## src/rtl/sbs_pkg.sv

```systemverilog
package sbs_pkg;

    typedef enum logic [1:0] {
        CMD_MODE  = 2'b00,
        CMD_READ  = 2'b01,
        CMD_WRITE = 2'b10,
        CMD_NOP   = 2'b11
    } cmd_e;

    // bit positions of the mode key on the address bus
    localparam int KEY_LEN_LSB  = 0;
    localparam int KEY_ILV_BIT  = 3;
    localparam int KEY_WSGL_BIT = 9;

    localparam logic [2:0] LEN_1    = 3'b000;
    localparam logic [2:0] LEN_2    = 3'b001;
    localparam logic [2:0] LEN_4    = 3'b010;
    localparam logic [2:0] LEN_8    = 3'b011;
    localparam logic [2:0] LEN_FULL = 3'b111;

    // longest fixed burst is 2**MAX_LG beats
    localparam int MAX_LG = 3;
    localparam int LG_W   = $clog2(MAX_LG + 1);

    typedef struct packed {
        logic [2:0] len_code;
        logic       ilv;
        logic       wr_single;
    } mode_t;

    function automatic logic [LG_W-1:0] len_lg(input logic [2:0] code);
        logic [LG_W-1:0] r;
        case (code)
            LEN_2:   r = LG_W'(1);
            LEN_4:   r = LG_W'(2);
            LEN_8:   r = LG_W'(3);
            default: r = LG_W'(0);
        endcase
        return r;
    endfunction

    function automatic logic len_legal(input logic [2:0] code);
        return (code == LEN_1) || (code == LEN_2) || (code == LEN_4) ||
               (code == LEN_8) || (code == LEN_FULL);
    endfunction

endpackage

```

## src/rtl/sbs_mode_reg.sv

```systemverilog
module sbs_mode_reg
    import sbs_pkg::*;
#(
    parameter int ADDR_W = 12
) (
    input  logic              clk,
    input  logic              rst_n,
    input  logic              load,
    input  logic [ADDR_W-1:0] key,
    output mode_t             mode
);

    mode_t mode_d, mode_q;
    logic [2:0] code_in;

    always_comb begin
        mode_d  = mode_q;
        code_in = key[KEY_LEN_LSB +: 3];
        if (load) begin
            // reserved length codes collapse to a single beat
            mode_d.len_code  = len_legal(code_in) ? code_in : LEN_1;
            mode_d.ilv       = key[KEY_ILV_BIT];
            mode_d.wr_single = key[KEY_WSGL_BIT];
        end
    end

    always_ff @(posedge clk or negedge rst_n) begin
        if (!rst_n) mode_q <= '0;
        else        mode_q <= mode_d;
    end

    assign mode = mode_q;

    p_code_legal_r2: assert property (@(posedge clk) disable iff (!rst_n)
        len_legal(mode_q.len_code));

    p_load_only_r2: assert property (@(posedge clk) disable iff (!rst_n)
        !load |=> mode_q == $past(mode_q));

endmodule

```

## src/rtl/sbs_col_gen.sv

```systemverilog
module sbs_col_gen
    import sbs_pkg::*;
#(
    parameter int COL_W = 8
) (
    input  logic [COL_W-1:0] start,
    input  logic [COL_W-1:0] beat,
    input  logic [LG_W-1:0]  lg,
    input  logic             full,
    input  logic             ilv,
    output logic [COL_W-1:0] col
);

    logic [COL_W-1:0] wrap_mask;
    logic [COL_W-1:0] low_part;

    // bit i wraps when it lies inside the burst window
    for (genvar i = 0; i < COL_W; i++) begin : g_mask
        assign wrap_mask[i] = full | (int'(lg) > i);
    end

    always_comb begin
        if (ilv && !full) low_part = start ^ beat;
        else              low_part = start + beat;
        col = (start & ~wrap_mask) | (low_part & wrap_mask);
    end

endmodule

```

## src/rtl/sdram_burst_seq.sv

```systemverilog
module sdram_burst_seq
    import sbs_pkg::*;
#(
    parameter int ADDR_W = 12,
    parameter int COL_W  = 8
) (
    input  logic              clk,
    input  logic              rst_n,
    input  logic              cmd_valid,
    input  logic [1:0]        cmd_type,
    input  logic [ADDR_W-1:0] addr,
    input  logic              term,
    output logic [COL_W-1:0]  col,
    output logic              col_valid,
    output logic              col_last
);

    typedef struct packed {
        logic             active;
        logic [COL_W-1:0] start;
        logic [COL_W-1:0] beat;
        logic [LG_W-1:0]  lg;
        logic             full;
        logic             ilv;
    } burst_t;

    burst_t bst_d, bst_q;
    mode_t  mode;
    cmd_e   cmd;
    logic   mode_load, rw_cmd, is_write, one_beat, last_beat;
    logic [COL_W-1:0] last_idx;

    assign cmd       = cmd_e'(cmd_type);
    assign mode_load = cmd_valid && (cmd == CMD_MODE);
    assign rw_cmd    = cmd_valid && ((cmd == CMD_READ) || (cmd == CMD_WRITE));
    assign is_write  = (cmd == CMD_WRITE);
    assign one_beat  = is_write && mode.wr_single;

    sbs_mode_reg #(.ADDR_W(ADDR_W)) u_mode (
        .clk   (clk),
        .rst_n (rst_n),
        .load  (mode_load),
        .key   (addr),
        .mode  (mode)
    );

    sbs_col_gen #(.COL_W(COL_W)) u_gen (
        .start (bst_q.start),
        .beat  (bst_q.beat),
        .lg    (bst_q.lg),
        .full  (bst_q.full),
        .ilv   (bst_q.ilv),
        .col   (col)
    );

    always_comb begin
        last_idx  = (COL_W'(1) << bst_q.lg) - COL_W'(1);
        last_beat = bst_q.active && !bst_q.full && (bst_q.beat == last_idx);
    end

    always_comb begin
        bst_d = bst_q;
        if (rw_cmd) begin
            bst_d.active = 1'b1;
            bst_d.start  = addr[COL_W-1:0];
            bst_d.beat   = '0;
            bst_d.lg     = one_beat ? '0 : len_lg(mode.len_code);
            bst_d.full   = !one_beat && (mode.len_code == LEN_FULL);
            bst_d.ilv    = mode.ilv;
        end else if (bst_q.active) begin
            if (term || last_beat) bst_d.active = 1'b0;
            else                   bst_d.beat   = bst_q.beat + COL_W'(1);
        end
    end

    always_ff @(posedge clk or negedge rst_n) begin
        if (!rst_n) bst_q <= '0;
        else        bst_q <= bst_d;
    end

    assign col_valid = bst_q.active;
    assign col_last  = last_beat;

    p_cmd_starts_r3: assert property (@(posedge clk) disable iff (!rst_n)
        rw_cmd |=> col_valid && (col == $past(addr[COL_W-1:0])));

    p_last_ends_r7: assert property (@(posedge clk) disable iff (!rst_n)
        col_last && !rw_cmd |=> !col_valid);

    p_term_ends_r9: assert property (@(posedge clk) disable iff (!rst_n)
        col_valid && term && !rw_cmd |=> !col_valid);

    p_single_write_r8: assert property (@(posedge clk) disable iff (!rst_n)
        cmd_valid && (cmd == CMD_WRITE) && mode.wr_single |=> col_last);

    p_burst_continues_r6: assert property (@(posedge clk) disable iff (!rst_n)
        col_valid && !col_last && !term |=> col_valid);

    p_idle_stays_r12: assert property (@(posedge clk) disable iff (!rst_n)
        !col_valid && !rw_cmd |=> !col_valid);

endmodule

```

## config.mk

```make
export PLATFORM = sky130hd
export DESIGN_NAME = sdram_burst_seq
export DESIGN_NICKNAME = d
export VERILOG_FILES = /design/src/rtl/sbs_pkg.sv /design/src/rtl/sbs_mode_reg.sv /design/src/rtl/sbs_col_gen.sv /design/src/rtl/sdram_burst_seq.sv
export SDC_FILE = /design/constraint.sdc
export NUM_CORES = 1
export LEC_CHECK = 0
export ABC_AREA = 1
export BUFFER_PORTS_ARGS = -buffer_cell sky130_fd_sc_hd__buf_2
export CAP_MARGIN = 30
export CELL_PAD_IN_SITES_DETAIL_PLACEMENT = 2
export CELL_PAD_IN_SITES_GLOBAL_PLACEMENT = 2
export CORE_ASPECT_RATIO = 0.6
export CORE_MARGIN = 2
export CORE_UTILIZATION = 31
export CTS_CLUSTER_DIAMETER = 40
export DETAILED_ROUTE_END_ITERATION = 12
export PLACE_DENSITY_LB_ADDON = 0.1
export RECOVER_POWER = 25
export SYNTH_ARGS = -nofsm -noshare
export SYNTH_HDL_FRONTEND = slang
export SYNTH_SLANG_ARGS = --single-unit
```

## constraint.sdc

```tcl
create_clock -name clk -period 2.05 [get_ports clk]
set_input_delay 0.41 -clock clk [delete_from_list [all_inputs] [get_ports clk]]
set_output_delay 0.41 -clock clk [all_outputs]
set_load 0.005 [all_outputs]
```

=== Word level (Yosys, flattened, before mapping) ===
Cells that the tools add are included.

* Input port bits: 18
* Flip-flop bits (word level): 26
* Output and inout port bits: 10
* Word-level logic and storage cells: 65

* Magnitude comparators: 3
* $add $sub $neg: 3
* Mux-type cells: 10
* Equality and inequality tests: 12
* Bitwise gates (word level): 8
* Shifts and indexed selects: 1
* Reduce and logical (&&, ||, !) cells: 19

{| class="wikitable"
|+ Operators by type and width
! kind !! number
|-
| $mux 8 || 4
|-
| $and 8x8->8 || 2
|-
| $eq 3x2->1 const B || 4
|-
| $add 8x1->8 const B || 1
|-
| $add 8x8->8 || 1
|-
| $eq 8x8->1 || 1
|-
| $not 8->8 || 1
|-
| $or 8x8->8 || 1
|-
| $shl 1x2->8 const A || 1
|-
| $sub 8x2->8 const B || 1
|-
| $xor 8x8->8 || 1
|-
| $logic_and 1x1->1 || 7
|-
| $eq 3x1->1 const B || 2
|-
| $eq 3x3->1 const B || 2
|-
| $logic_or 1x1->1 || 6
|-
| $pmux 2 s3 || 1
|-
| $gt 2x1->1 const B || 2
|-
| $logic_not 3->1 || 1
|-
| $mux 1 || 3
|-
| $mux 3 || 1
|-
| $or 1x1->1 || 3
|-
| $eq 2x1->1 const B || 1
|-
| $eq 2x2->1 const B || 1
|-
| $gt 2x2->1 const B || 1
|-
| other kinds (6) || 7
|}

=== Logic depth before layout (Yosys ltp) ===
* Depth after elaboration: 8
* Gate-level depth with buffers: 11
* Gate-level depth less buffers: 11

=== By module ===
Synthesis repeated with hierarchy kept, for this count alone.

* Cells, all modules: 259
* Area total of the unflattened synthesis: 1829.3 um^2

{| class="wikitable"
|+ By module, submodules not included
! module !! times used !! cells an instance !! seq. area each (um^2) !! area each (um^2)
|-
| sdram_burst_seq || 1 || 150 || 525.5 || 1158.6
|-
| sbs_col_gen || 1 || 82 || 0.0 || 461.7
|-
| sbs_mode_reg || 1 || 27 || 125.1 || 209.0
|}

=== Least setup slack after synthesis ===
Ideal clock, no wire load.

* Path kind: reg-to-output
* Start: reg bst_q[4] (netlist bit)
* End: out col[6]
* Stages on the path, launching flop included: 10
* Data required time: 1.640 ns
* Path buffers: 0
* Path slack: 0.233 ns
* Data arrival time: 1.407 ns
* Path through: dfrtp_1 ha_1 inv_1 fa_1 inv_1 nand4_1 nand3_1 nand2_1 nand3_1 nand2_1

* Word-level cells in the longest chain between the ends: 4

{| class="wikitable"
|+ RTL lines
! element !! RTL line !! text
|-
| start, declared || sdram_burst_seq.sv:27 || <nowiki>burst_t bst_d, bst_q;</nowiki>
|-
| start signal, assigned || sdram_burst_seq.sv:78 || <nowiki>else bst_q <= bst_d;</nowiki>
|-
| $add 8x8->8 || sbs_col_gen.sv:24 || <nowiki>else low_part = start + beat;</nowiki>
|-
| $mux 8 || sbs_col_gen.sv:23 || <nowiki>if (ilv && !full) low_part = start ^ beat;</nowiki>
|-
| $and 8x8->8 || sbs_col_gen.sv:25 || <nowiki>col = (start & ~wrap_mask) | (low_part & wrap_mask);</nowiki>
|-
| $or 8x8->8 || sbs_col_gen.sv:25 ||
|-
| end, declared || sdram_burst_seq.sv:13 || <nowiki>output logic [COL_W-1:0] col,</nowiki>
|}

Every way passes these cells.

=== Worst setup path in the final report ===
* Start: reg bst_q[12] (netlist bit)
* End: out col[6]

Same word-level chain as after synthesis.

==> out/metrics.csv <==
stage;metric;value;unit
status;status;finished, violations left;
status;violations;capacitance limit, slew limit, setup timing;
critical_path;worstReg2RegStart;bst_q[2];
die;io_pins;28;
drt;drt-total-wl;7630;um
sta;rsz0062_at_grt;true;
drt;drt-initial-drc-count;103;
global_route;grt.overflow.total;0;
clocking;cts-root-buf;clkbuf_8;
clocking;cts_tree;done;
critical_path;path_max_fanout;3;
global_route;grt_first_pass_wirelength;11000;um
synthesis;syn-cell-area;1820;sq um
synthesis;ys_types;27;
sta;final.min_clock_period;2.27;ns
final_layout;nets;343;
final_layout;syn_to_final_growth;39.8;%
sta;fin_skew;0.00788;ns
critical_path;required;1.64;ns
die;fp.dieW;103;um
die;start_util;32.4;%
drt;vias;1993;
final_layout;utilization;45.3;%
synthesis;synthCells;259;
sta;setup_viol;8;
clocking;htree_levels;1;
global_route;grt_pass1_vias;2057;
synthesis;syn_nets;289;
synthesis;yosysTopAreaCell;dfrtp_1;
synthesis;yosys.area.top_type_share;35.7;%
synthesis;avgSynthCellArea;7.03;sq um
clocking;clockBufferDepth;2;
clocking;numCtsBuffers;3;
critical_path;cp-end-kind;primary output;
sta;hold_viol_final;0;
drt;drtAntennaViolNets;0;
worst_hold_path;min_from;addr[5];
power;p_total;2.12;mW
die;core-area;5620;sq um
clocking;clk_latency;0.29;ns
sta;drv_slew;27;
drt;drc_errors;0;
power;powerDensity;832;nW/um^2
die;rows;21;
die;die_h;63.4;um
place;portBuffers;24;
sta;slew_headroom;-7.40;%
place;gp_congestion;0.769;
synthesis;ys_seq_area_share;35.7;%
drt;wl_per_cell;19.5;um
die;dieArea;6520;sq um
worst_hold_path;worstHoldPathType;in -> reg;
synthesis;synthTopCellsByArea;dfrtp_1, nand2_1, ha_1, inv_1, nand3_1;
drt;first_pass_iters;4;
worst_hold_path;whs_path_depth;3;
clocking;cts_hold_buf;0;
power;peakVddDrop;0.369;mV
critical_path;cp-start-kind;flop;
clocking;clkSinkCount;26;
sta;fin_hold_ws;0.304;ns
critical_path;r2r_slack;0.26;ns
critical_path;reg2reg_depth;12;
sta;max_freq;0.440;GHz
synthesis;ys_ff_latch;26;
sta;fin_ws;-0.225;ns
worst_hold_path;hold_path_end;bst_q[17];
power;power.leakage;1.33;nW
global_route;antenna_found_initial;0;
synthesis;yosysWarnings;0;
critical_path;rr_endpoint;bst_q[9];
global_route;grt_max_degree;27;
sta;worst_pin_slew;1.61;ns
drt;viasPerCell;5.08;
sta;finalCritPeriodShare;111;%
global_route;grt_use_total;22.5;%
job;maxCapViolations;1;
place;dp_hpwl;4740;um
critical_path;cp.arrival;1.86;ns
clocking;clk_pin_slew_worst_paths;0.11;ns
final_layout;layout-drive-gt1-share;35.6;%
critical_path;path_class;reg -> out;
final_layout;antennaDiodeCount;0;
[cell usage after synthesis]
library cell and instances:
or2_2 2, nand3_4 1, nand2_2 1, o32ai_1 1
inv_2 1, fa_1 1, nand3b_1 1, o21ai_0 10
xnor2_1 1, dfrtp_1 26, nand2_4 1, clkinv_1 2
ha_1 11, o22ai_1 1, inv_1 33, nand3_1 24
a21oi_1 11, nor2_4 1, nand2_1 90, buf_2 5
xor2_1 5, clkbuf_1 1, nor2_2 3, a311oi_1 1
nor2_1 13, a31oi_1 1, nand4_1 11
[through the flow]
| stage | cells | instance area (sq um) | worst slack, ns | setup TNS [ns] |
|---|---|---|---|---|
| final | 392 | 2540 | -0.225 | -1.36 |
| after floorplan | 259 | 1820 | 0.233 | 0 |
| after global placement | 372 | 2120 | 0.0779 | 0 |
| after global routing | 392 | 2540 | -0.318 | -2.05 |
| after CTS | 380 | 2380 | -0.222 | -0.952 |
| after detailed placement | 372 | 2120 | 0.0155 | 0 |
[how the worst max path moves through the flow]
stage | to | slack [ns] | from | cells after the start
after floorplan | col[6] | 0.23 | bst_q[4] | 9
after global placement | col[6] | 0.08 | bst_q[12] | 10
after detailed placement | col[7] | 0.02 | bst_q[6] | 10
after CTS | col[1] | -0.22 | bst_q[12] | 7
after global routing | col[7] | -0.32 | bst_q[18] | 10
final | col[6] | -0.22 | bst_q[12] | 10
[sequential cells by signal, summed over array words and instances, names as in the netlist]
register and count:
col_valid 1, u_mode.mode 5, bst_q 20
[timing repair]
| action | 4_1_cts | 5_1_grt |
|---|---|---|
| resized for setup | 35 | 22 |
| setup buffers | 4 | 13 |
| pin swaps | 13 | 18 |
| cloned | 0 | 0 |
| setup endpoints to repair | 8 | 8 |
[power by group]
group,switching (mW),internal (mW)
registers,0.0932,0.589
clock network,0.200,0.263
logic,0.532,0.440
total,0.825,1.29
[layout by cell type, fill, tap and decap left out, types with 2 or more instances in the layout]
cell type	instances
a21oi_2	3
clkbuf_8	3
buf_6	4
xor2_1	5
a21oi_1	7
nand3_1	21
buf_4	28
nand3_2	3
nor2_4	3
ha_4	8
inv_1	28
inv_2	5
o21ai_1	2
nor2_1	11
ha_1	3
nand2_1	76
nand2_2	13
nand2_4	3
nand4_1	11
dfrtp_2	5
buf_2	22
dfrtp_1	21
o21ai_0	8
nor2_2	3
[worst max-delay path: stages, from the launching register on]
cell	delay (ns)
dfrtp_1	0.41
ha_4	0.16
inv_2	0.04
fa_2	0.36
inv_2	0.10
nand4_1	0.12
nand3_1	0.10
nand2_1	0.05
nand3_1	0.06
nand2_1	0.05
buf_2	0.12
[metal layers]
metal	GRT usage (%)	share of wire [%]	vias to the layer above
met5	0	0	-
met3	3.44	2.4	12
li1	-	-	935
met1	32.3	46	1004
met4	5.43	2.0	0
met2	35.6	49	42
[cell type report]
type                            instances  area [sq um]
Clock inverter                          1          30.0
Clock buffer                            3          41.3
Multi-Input combinational cell        191          1210
Fill cell                             687          3080
Sequential cell                        26           657
Inverter                               36           139
Timing Repair Buffer                   55           369
Tap cell                               80           100
[kinds of logic (layout without fill, tap and decap cells)]
logic type | count (synthesis) | after routing | share of synthesized area [%]
and+or+nand+nor | 148 | 148 | 36.3
buffers and inverters | 42 | 95 | 9.00
DFF | 26 | 26 | 35.7
AOI/OAI and AO/OA | 25 | 25 | 7.42
adders and majority gates | 12 | 12 | 8.66
xor gates and xnor gates | 6 | 6 | 2.89
Note: power is estimated with default switching activity, not from simulation.
